### config.mk
export PLATFORM = sky130hd
export DESIGN_NAME = mem_order_detector
export DESIGN_NICKNAME = d
export VERILOG_FILES = /design/src/rtl/mem_order_pkg.sv /design/src/rtl/mem_order_region_cmp.sv /design/src/rtl/mem_order_scan_ctrl.sv /design/src/rtl/mem_order_violator.sv /design/src/rtl/mem_order_detector.sv
export SDC_FILE = /design/constraint.sdc
export NUM_CORES = 1
export LEC_CHECK = 0
export BUFFER_PORTS_ARGS = -buffer_cell sky130_fd_sc_hd__buf_2
export CORE_AREA = 4 4 190 192
export CTS_CLUSTER_SIZE = 8
export DETAILED_ROUTE_END_ITERATION = 10
export DIE_AREA = 0 0 194 196
export GPL_TIMING_DRIVEN = 0
export SKIP_LAST_GASP = 1
export SYNTH_ARGS = -nofsm -noshare
export SYNTH_HDL_FRONTEND = slang
export SYNTH_HIERARCHICAL = 1
export SYNTH_SLANG_ARGS = --single-unit
### constraint.sdc
create_clock -name clk_i -period 4.1 [get_ports clk_i]
set_input_delay 0.41 -clock clk_i [delete_from_list [all_inputs] [get_ports clk_i]]
set_output_delay 0.41 -clock clk_i [all_outputs]
set_load 0.02 [all_outputs]
### src/rtl/mem_order_pkg.sv
package mem_order_pkg;

  typedef enum logic {
    KIND_LOAD  = 1'b0,
    KIND_STORE = 1'b1
  } mem_kind_e;

  typedef enum logic [1:0] {
    STEP_CONT,
    STEP_RECORD,
    STEP_YIELD,
    STEP_EXHAUST
  } scan_step_e;

endpackage

### src/rtl/mem_order_region_cmp.sv
module mem_order_region_cmp #(
  parameter int unsigned ADDR_W     = 32,
  parameter int unsigned REGION_LSB = 8
) (
  input  logic [ADDR_W-1:0] probe_addr_i,
  input  logic [ADDR_W-1:0] entry_addr_i,
  input  logic              entry_vld_i,
  output logic              hit_o
);

  logic [ADDR_W-REGION_LSB-1:0] probe_region;
  logic [ADDR_W-REGION_LSB-1:0] entry_region;

  assign probe_region = probe_addr_i[ADDR_W-1:REGION_LSB];
  assign entry_region = entry_addr_i[ADDR_W-1:REGION_LSB];
  assign hit_o        = entry_vld_i && (probe_region == entry_region);

endmodule

### src/rtl/mem_order_scan_ctrl.sv
module mem_order_scan_ctrl
  import mem_order_pkg::*;
#(
  parameter int unsigned DEPTH  = 8,
  parameter int unsigned IDX_W  = 3,
  parameter int unsigned ADDR_W = 32
) (
  input  logic              clk_i,
  input  logic              rst_ni,
  input  logic              req_valid_i,
  input  logic              req_store_i,
  input  logic [IDX_W-1:0]  req_idx_i,
  input  logic [ADDR_W-1:0] req_addr_i,
  input  logic              req_faulted_i,
  input  logic              ld_blocked_i,
  input  logic [IDX_W-1:0]  lq_tail_i,
  input  logic              hit_i,
  input  logic              older_ok_i,
  output logic [IDX_W-1:0]  cur_idx_o,
  output logic [ADDR_W-1:0] probe_addr_o,
  output logic              busy_o,
  output logic              done_o,
  output logic              fault_o,
  output logic              record_o
);

  localparam logic [IDX_W-1:0] LAST_IDX = IDX_W'(DEPTH - 1);

  function automatic logic [IDX_W-1:0] ring_step(input logic [IDX_W-1:0] idx);
    return (idx == LAST_IDX) ? '0 : idx + 1'b1;
  endfunction

  mem_kind_e         kind;
  logic [IDX_W-1:0]  start_idx;
  logic              skip_req;
  logic              accept;
  scan_step_e        step_kind;

  logic              busy_q;
  logic              done_q;
  logic              fault_q;
  logic [IDX_W-1:0]  cur_q;
  logic [IDX_W-1:0]  tail_q;
  logic [ADDR_W-1:0] addr_q;

  assign kind      = mem_kind_e'(req_store_i);
  assign start_idx = (kind == KIND_STORE) ? req_idx_i : ring_step(req_idx_i);
  assign skip_req  = (kind == KIND_LOAD) && (req_faulted_i || ld_blocked_i);
  assign accept    = req_valid_i && !busy_q;

  always_comb begin
    step_kind = STEP_CONT;
    if (busy_q) begin
      if (hit_i) begin
        step_kind = older_ok_i ? STEP_RECORD : STEP_YIELD;
      end else if (ring_step(cur_q) == tail_q) begin
        step_kind = STEP_EXHAUST;
      end
    end
  end

  always_ff @(posedge clk_i or negedge rst_ni) begin
    if (!rst_ni) begin
      busy_q  <= 1'b0;
      done_q  <= 1'b0;
      fault_q <= 1'b0;
      cur_q   <= '0;
      tail_q  <= '0;
      addr_q  <= '0;
    end else begin
      done_q  <= 1'b0;
      fault_q <= 1'b0;
      if (busy_q) begin
        unique case (step_kind)
          STEP_CONT: cur_q <= ring_step(cur_q);
          STEP_RECORD: begin
            busy_q  <= 1'b0;
            done_q  <= 1'b1;
            fault_q <= 1'b1;
          end
          default: begin
            busy_q <= 1'b0;
            done_q <= 1'b1;
          end
        endcase
      end else if (accept) begin
        if (skip_req || (start_idx == lq_tail_i)) begin
          done_q <= 1'b1;
        end else begin
          busy_q <= 1'b1;
          cur_q  <= start_idx;
          tail_q <= lq_tail_i;
          addr_q <= req_addr_i;
        end
      end
    end
  end

  assign cur_idx_o    = cur_q;
  assign probe_addr_o = addr_q;
  assign busy_o       = busy_q;
  assign done_o       = done_q;
  assign fault_o      = done_q && fault_q;
  assign record_o     = (step_kind == STEP_RECORD);

endmodule

### src/rtl/mem_order_violator.sv
module mem_order_violator #(
  parameter int unsigned IDX_W = 3,
  parameter int unsigned SEQ_W = 16,
  parameter int unsigned CNT_W = 16
) (
  input  logic             clk_i,
  input  logic             rst_ni,
  input  logic             record_i,
  input  logic [IDX_W-1:0] cand_idx_i,
  input  logic [SEQ_W-1:0] cand_seq_i,
  input  logic             rd_i,
  input  logic             squash_i,
  input  logic [SEQ_W-1:0] squash_seq_i,
  output logic             older_ok_o,
  output logic             valid_o,
  output logic [IDX_W-1:0] idx_o,
  output logic [SEQ_W-1:0] seq_o,
  output logic [CNT_W-1:0] cnt_o
);

  logic             valid_q;
  logic [IDX_W-1:0] idx_q;
  logic [SEQ_W-1:0] seq_q;
  logic [CNT_W-1:0] cnt_q;
  logic             clear;

  // oldest wins: replace only with a strictly smaller sequence number
  assign older_ok_o = !valid_q || (cand_seq_i < seq_q);
  assign clear      = rd_i || (squash_i && (squash_seq_i < seq_q));

  always_ff @(posedge clk_i or negedge rst_ni) begin
    if (!rst_ni) begin
      valid_q <= 1'b0;
      idx_q   <= '0;
      seq_q   <= '0;
      cnt_q   <= '0;
    end else if (record_i) begin
      valid_q <= 1'b1;
      idx_q   <= cand_idx_i;
      seq_q   <= cand_seq_i;
      cnt_q   <= cnt_q + 1'b1;
    end else if (clear) begin
      valid_q <= 1'b0;
    end
  end

  assign valid_o = valid_q;
  assign idx_o   = idx_q;
  assign seq_o   = seq_q;
  assign cnt_o   = cnt_q;

endmodule

### src/rtl/mem_order_detector.sv
module mem_order_detector #(
  parameter int unsigned ADDR_W     = 32,
  parameter int unsigned LQ_DEPTH   = 8,
  parameter int unsigned SEQ_W      = 16,
  parameter int unsigned CNT_W      = 16,
  parameter int unsigned REGION_LSB = 8,
  localparam int unsigned IDX_W     = (LQ_DEPTH > 1) ? $clog2(LQ_DEPTH) : 1
) (
  input  logic                         clk_i,
  input  logic                         rst_ni,
  input  logic                         req_valid_i,
  input  logic                         req_store_i,
  input  logic [IDX_W-1:0]             req_idx_i,
  input  logic [ADDR_W-1:0]            req_addr_i,
  input  logic                         req_faulted_i,
  input  logic                         ld_blocked_i,
  input  logic [IDX_W-1:0]             lq_tail_i,
  input  logic [LQ_DEPTH*ADDR_W-1:0]   lq_addr_i,
  input  logic [LQ_DEPTH-1:0]          lq_addr_vld_i,
  input  logic [LQ_DEPTH*SEQ_W-1:0]    lq_seq_i,
  input  logic                         squash_i,
  input  logic [SEQ_W-1:0]             squash_seq_i,
  input  logic                         viol_rd_i,
  output logic                         busy_o,
  output logic                         done_o,
  output logic                         fault_o,
  output logic                         viol_valid_o,
  output logic [IDX_W-1:0]             viol_idx_o,
  output logic [SEQ_W-1:0]             viol_seq_o,
  output logic [CNT_W-1:0]             viol_cnt_o
);

  logic [ADDR_W-1:0] ent_addr [LQ_DEPTH];
  logic [SEQ_W-1:0]  ent_seq  [LQ_DEPTH];

  for (genvar g = 0; g < LQ_DEPTH; g++) begin : g_unpack
    assign ent_addr[g] = lq_addr_i[g*ADDR_W +: ADDR_W];
    assign ent_seq[g]  = lq_seq_i[g*SEQ_W +: SEQ_W];
  end

  logic [IDX_W-1:0]  cur_idx;
  logic [ADDR_W-1:0] probe_addr;
  logic              hit;
  logic              older_ok;
  logic              record;

  mem_order_scan_ctrl #(
    .DEPTH  (LQ_DEPTH),
    .IDX_W  (IDX_W),
    .ADDR_W (ADDR_W)
  ) u_scan (
    .clk_i         (clk_i),
    .rst_ni        (rst_ni),
    .req_valid_i   (req_valid_i),
    .req_store_i   (req_store_i),
    .req_idx_i     (req_idx_i),
    .req_addr_i    (req_addr_i),
    .req_faulted_i (req_faulted_i),
    .ld_blocked_i  (ld_blocked_i),
    .lq_tail_i     (lq_tail_i),
    .hit_i         (hit),
    .older_ok_i    (older_ok),
    .cur_idx_o     (cur_idx),
    .probe_addr_o  (probe_addr),
    .busy_o        (busy_o),
    .done_o        (done_o),
    .fault_o       (fault_o),
    .record_o      (record)
  );

  mem_order_region_cmp #(
    .ADDR_W     (ADDR_W),
    .REGION_LSB (REGION_LSB)
  ) u_cmp (
    .probe_addr_i (probe_addr),
    .entry_addr_i (ent_addr[cur_idx]),
    .entry_vld_i  (lq_addr_vld_i[cur_idx]),
    .hit_o        (hit)
  );

  mem_order_violator #(
    .IDX_W (IDX_W),
    .SEQ_W (SEQ_W),
    .CNT_W (CNT_W)
  ) u_viol (
    .clk_i        (clk_i),
    .rst_ni       (rst_ni),
    .record_i     (record),
    .cand_idx_i   (cur_idx),
    .cand_seq_i   (ent_seq[cur_idx]),
    .rd_i         (viol_rd_i),
    .squash_i     (squash_i),
    .squash_seq_i (squash_seq_i),
    .older_ok_o   (older_ok),
    .valid_o      (viol_valid_o),
    .idx_o        (viol_idx_o),
    .seq_o        (viol_seq_o),
    .cnt_o        (viol_cnt_o)
  );

endmodule

==> impl_summary.log <==
[metrics] net total in the final layout: around 1400
[metrics] vertical extent of the die: ~200 um
[metrics] overall power after layout: roughly 5.5 mW
[metrics] result of the run: complete, no violations
[metrics] post-detailed-routing wire length: 30.50 mm
[metrics] post-synthesis area per instance: approximately 13 um2
[metrics] Register-to-Register Path Depth: 14
[metrics] first-pass GRT wire length: 43.00 mm
[metrics] Period minus WS final: 3.992 ns
[metrics] # port buffers: 420
[metrics] synthesized instance count: between 400 and 500
[metrics] worst hold path cell count: 2
[metrics] VDD IR-drop max: 380.5 uV
[metrics] final core occ: ~28%
[metrics] Setup Crit Path Kind: flop to flop
[metrics] H-tree lvl count: 3
[metrics] endpoint type of the worst setup path: flop
[metrics] final-report hold violation count: 0
[metrics] violation count after the first detailed-routing iteration: 213
[metrics] chip width: roughly 190 um
[metrics] Max Cap Violations: 0
[metrics] max-slew headroom at the worst pin: a little under three fifths
[metrics] antenna violations before repair: 12
[metrics] DRC violations left: 0
[metrics] global-route total usage across every layer: 15.30%
[metrics] boundary pin count: between 400 and 500
[metrics] final worst clock skew: ~0.014 ns
[metrics] RSZ-0062 raised after global routing: true
[metrics] total grt overflow: 0
[metrics] summed negative setup slack over all endpoints: 0 ns
[metrics] post-DR wirelength/cell: between 20 and 25 um
[metrics] power per unit of standard cell area: 561.0 nW/um2
[metrics] Highest Clock Rate: ~0.25 GHz
[metrics] Ys Warns: 6
[metrics] Post-Syn Area: about 6400 um2
[metrics] leak pwr: 4.698 nW
[metrics] required time reported for the critical path endpoint: about 4.4 ns
[metrics] share of post-route cells with drive strength above 1: roughly 69%
[metrics] hold path startpoint: req_addr_i[17]
[metrics] final critical-path share of the clock period: approximately 97%
[metrics] number of global-route vias before repair: 6863
[metrics] latest clock arrival within the worst-skew pair: approximately 0.34 ns
[metrics] FF-to-FF Start: u_scan/cur_idx_o[0]
[metrics] syn_nets: 985
[metrics] placed inst area: approximately 9000 um2
[metrics] number of filler cells placed in the layout: 3612
[metrics] CTS Root Buffer Type: sky130_fd_sc_hd__clkbuf_16
[metrics] overall via count from detail_route: a little over 6000
[metrics] Data arrival, critical path: 4.25 ns
[metrics] TritonCTS clock tree: done
[metrics] R2R Path End: u_viol/cnt_o[8]
[metrics] Critical Path Source Type: flop
[metrics] Worst-Margin Slew: 0.6439 ns
[metrics] core box area: between 30000 and 40000 um2
[metrics] clock slew at the register clock pins of the worst setup and hold paths: around 0.07 ns
[metrics] worst-case register-to-register setup slack: between 0.1 and 0.15 ns
[metrics] number of buffers between clock root and the deepest sink: 2
[metrics] clock buffers created by TritonCTS: 9
[metrics] CP Max Fanout: 9
[metrics] Synth-to-Final Area Change: 52.04%
[metrics] Total Die Area: between 30000 and 40000 um2
[metrics] DP Wirelength: approximately 26 mm
[metrics] setup-violating endpoint count in the final report: 0
[metrics] largest net degree at the start of global routing: 65
[metrics] final number of max-transition violations: 0
[metrics] Final Cell Area: a little under 10000 um2
[metrics] hold path endpoint: u_scan/probe_addr_o[17]
[metrics] DR pass1 iterations: 4
[metrics] Vias/cell: about 4.4
[metrics] total clock sinks: 69
[metrics] Final ANT Viol Nets: 0
[metrics] number of rows in the core area: 68
[metrics] min-delay worst type: primary input to flop
[metrics] gp weighted congestion: about 0.96
[metrics] effective utilization at floorplan: a little under a fifth
[power by group]
group	switching [mW]	internal, mW
Sequential	0.156	0.848
Combinational	1.65	2.01
Clock	0.345	0.475
Total	2.15	3.33
[how the worst max path moves through the flow]
| stage | slack [ns] | from | end |
|---|---|---|---|
| 6_report | 0.11 | u_scan/cur_idx_o[0] | u_viol/cnt_o[8] |
| 5_1_grt | -0.08 | u_scan/cur_idx_o[0] | u_viol/cnt_o[8] |
| 4_1_cts | 0.01 | u_scan/cur_idx_o[2] | u_viol/cnt_o[15] |
| 3_5_place_dp | -1.75 | u_scan/cur_idx_o[2] | u_viol/idx_o[0] |
| 3_3_place_gp | -1.77 | u_scan/cur_idx_o[2] | u_viol/idx_o[2] |
| 2_1_floorplan | 0.39 | u_scan/cur_idx_o[0] | u_viol/cnt_o[12] |
[layout make-up]
type	instances	area (um2)	area share [%]
Clock buffer	9	225.2	2.307
Buffer	34	337.8	3.460
Antenna cell	5	12.51	0.1281
Multi-Input combinational cell	369	4478	45.86
Clock inverter	7	73.82	0.7560
Tap cell	455	569.3	5.830
Timing Repair Buffer	432	2252	23.07
Inverter	23	86.33	0.8842
Sequential cell	69	1729	17.71
[worst max-delay path, cell delays in order, from the launching register on]
cell and delay, ns:
sky130_fd_sc_hd__dfrtp_2 0.42, sky130_fd_sc_hd__buf_12 0.18, sky130_fd_sc_hd__buf_12 0.17, sky130_fd_sc_hd__mux4_2 0.50, sky130_fd_sc_hd__mux2_4 0.32, sky130_fd_sc_hd__ha_1 0.34
sky130_fd_sc_hd__nand2_1 0.08, sky130_fd_sc_hd__nor2_1 0.04, sky130_fd_sc_hd__a211o_1 0.27, sky130_fd_sc_hd__o41ai_4 0.48, sky130_fd_sc_hd__and3_4 0.33, sky130_fd_sc_hd__nand4_1 0.19
sky130_fd_sc_hd__nor2_2 0.22, sky130_fd_sc_hd__and3_4 0.20, sky130_fd_sc_hd__xor2_1 0.15
[state kept, by name, indices dropped and copies added (netlist names)]
| name | count |
|---|---|
| u_viol/idx_o | 3 |
| u_scan/busy_o | 1 |
| u_viol/cnt_o | 16 |
| u_scan/cur_idx_o | 3 |
| u_scan/done_o | 1 |
| u_scan/probe_addr_o | 24 |
| u_scan/fault_q | 1 |
| u_scan/tail_q | 3 |
| u_viol/valid_o | 1 |
| u_viol/seq_o | 16 |
[through the flow]
stage / worst slack (ns) / hold slack (ns) / std cells
detailed placement: -1.753 / 0.2347 / 1372
global placement: -1.770 / 0.4534 / 1371
finish: 0.1076 / 0.2947 / 1403
CTS: 0.009655 / 0.2710 / 1394
floorplan: 0.3892 / 0.1144 / 496
global route: -0.08487 / 0.2731 / 1400
[metal layers]
| metal | GRT usage, % | part of all wire [%] | wire length [um] |
|---|---|---|---|
| met1 | 16.76 | 37 | 11420 |
| met2 | 29.07 | 53 | 16230 |
| met3 | 3.675 | 6.9 | 2101 |
| met4 | 4.818 | 2.3 | 713 |
| met5 | 0 | 0.11 | 34 |
[layout by cell type, fill, tap and decap left out, types with 10 or more instances in the layout]
cell	instances
sky130_fd_sc_hd__buf_2	422
sky130_fd_sc_hd__mux4_2	82
sky130_fd_sc_hd__dfrtp_1	67
sky130_fd_sc_hd__mux2_2	47
sky130_fd_sc_hd__ha_1	34
sky130_fd_sc_hd__nand2_1	27
sky130_fd_sc_hd__xor2_1	25
sky130_fd_sc_hd__mux2_4	24
sky130_fd_sc_hd__inv_1	21
sky130_fd_sc_hd__xnor2_1	19
sky130_fd_sc_hd__o21ai_1	17
sky130_fd_sc_hd__a21oi_1	12
sky130_fd_sc_hd__clkbuf_16	11
sky130_fd_sc_hd__nand4_1	11
sky130_fd_sc_hd__buf_4	10
[repair_timing]
action / 4_1_cts / 5_1_grt
gates resized for setup: 42 / 12
hold endpoints to repair: 5 / 0
setup buffers: 6 / 2
pin swaps: 6 / 7
gates cloned: 0 / 2
hold buffers: 1 / 0
endpoints found under the setup margin: 42 / 31
Power figures use the tool's default switching activity.
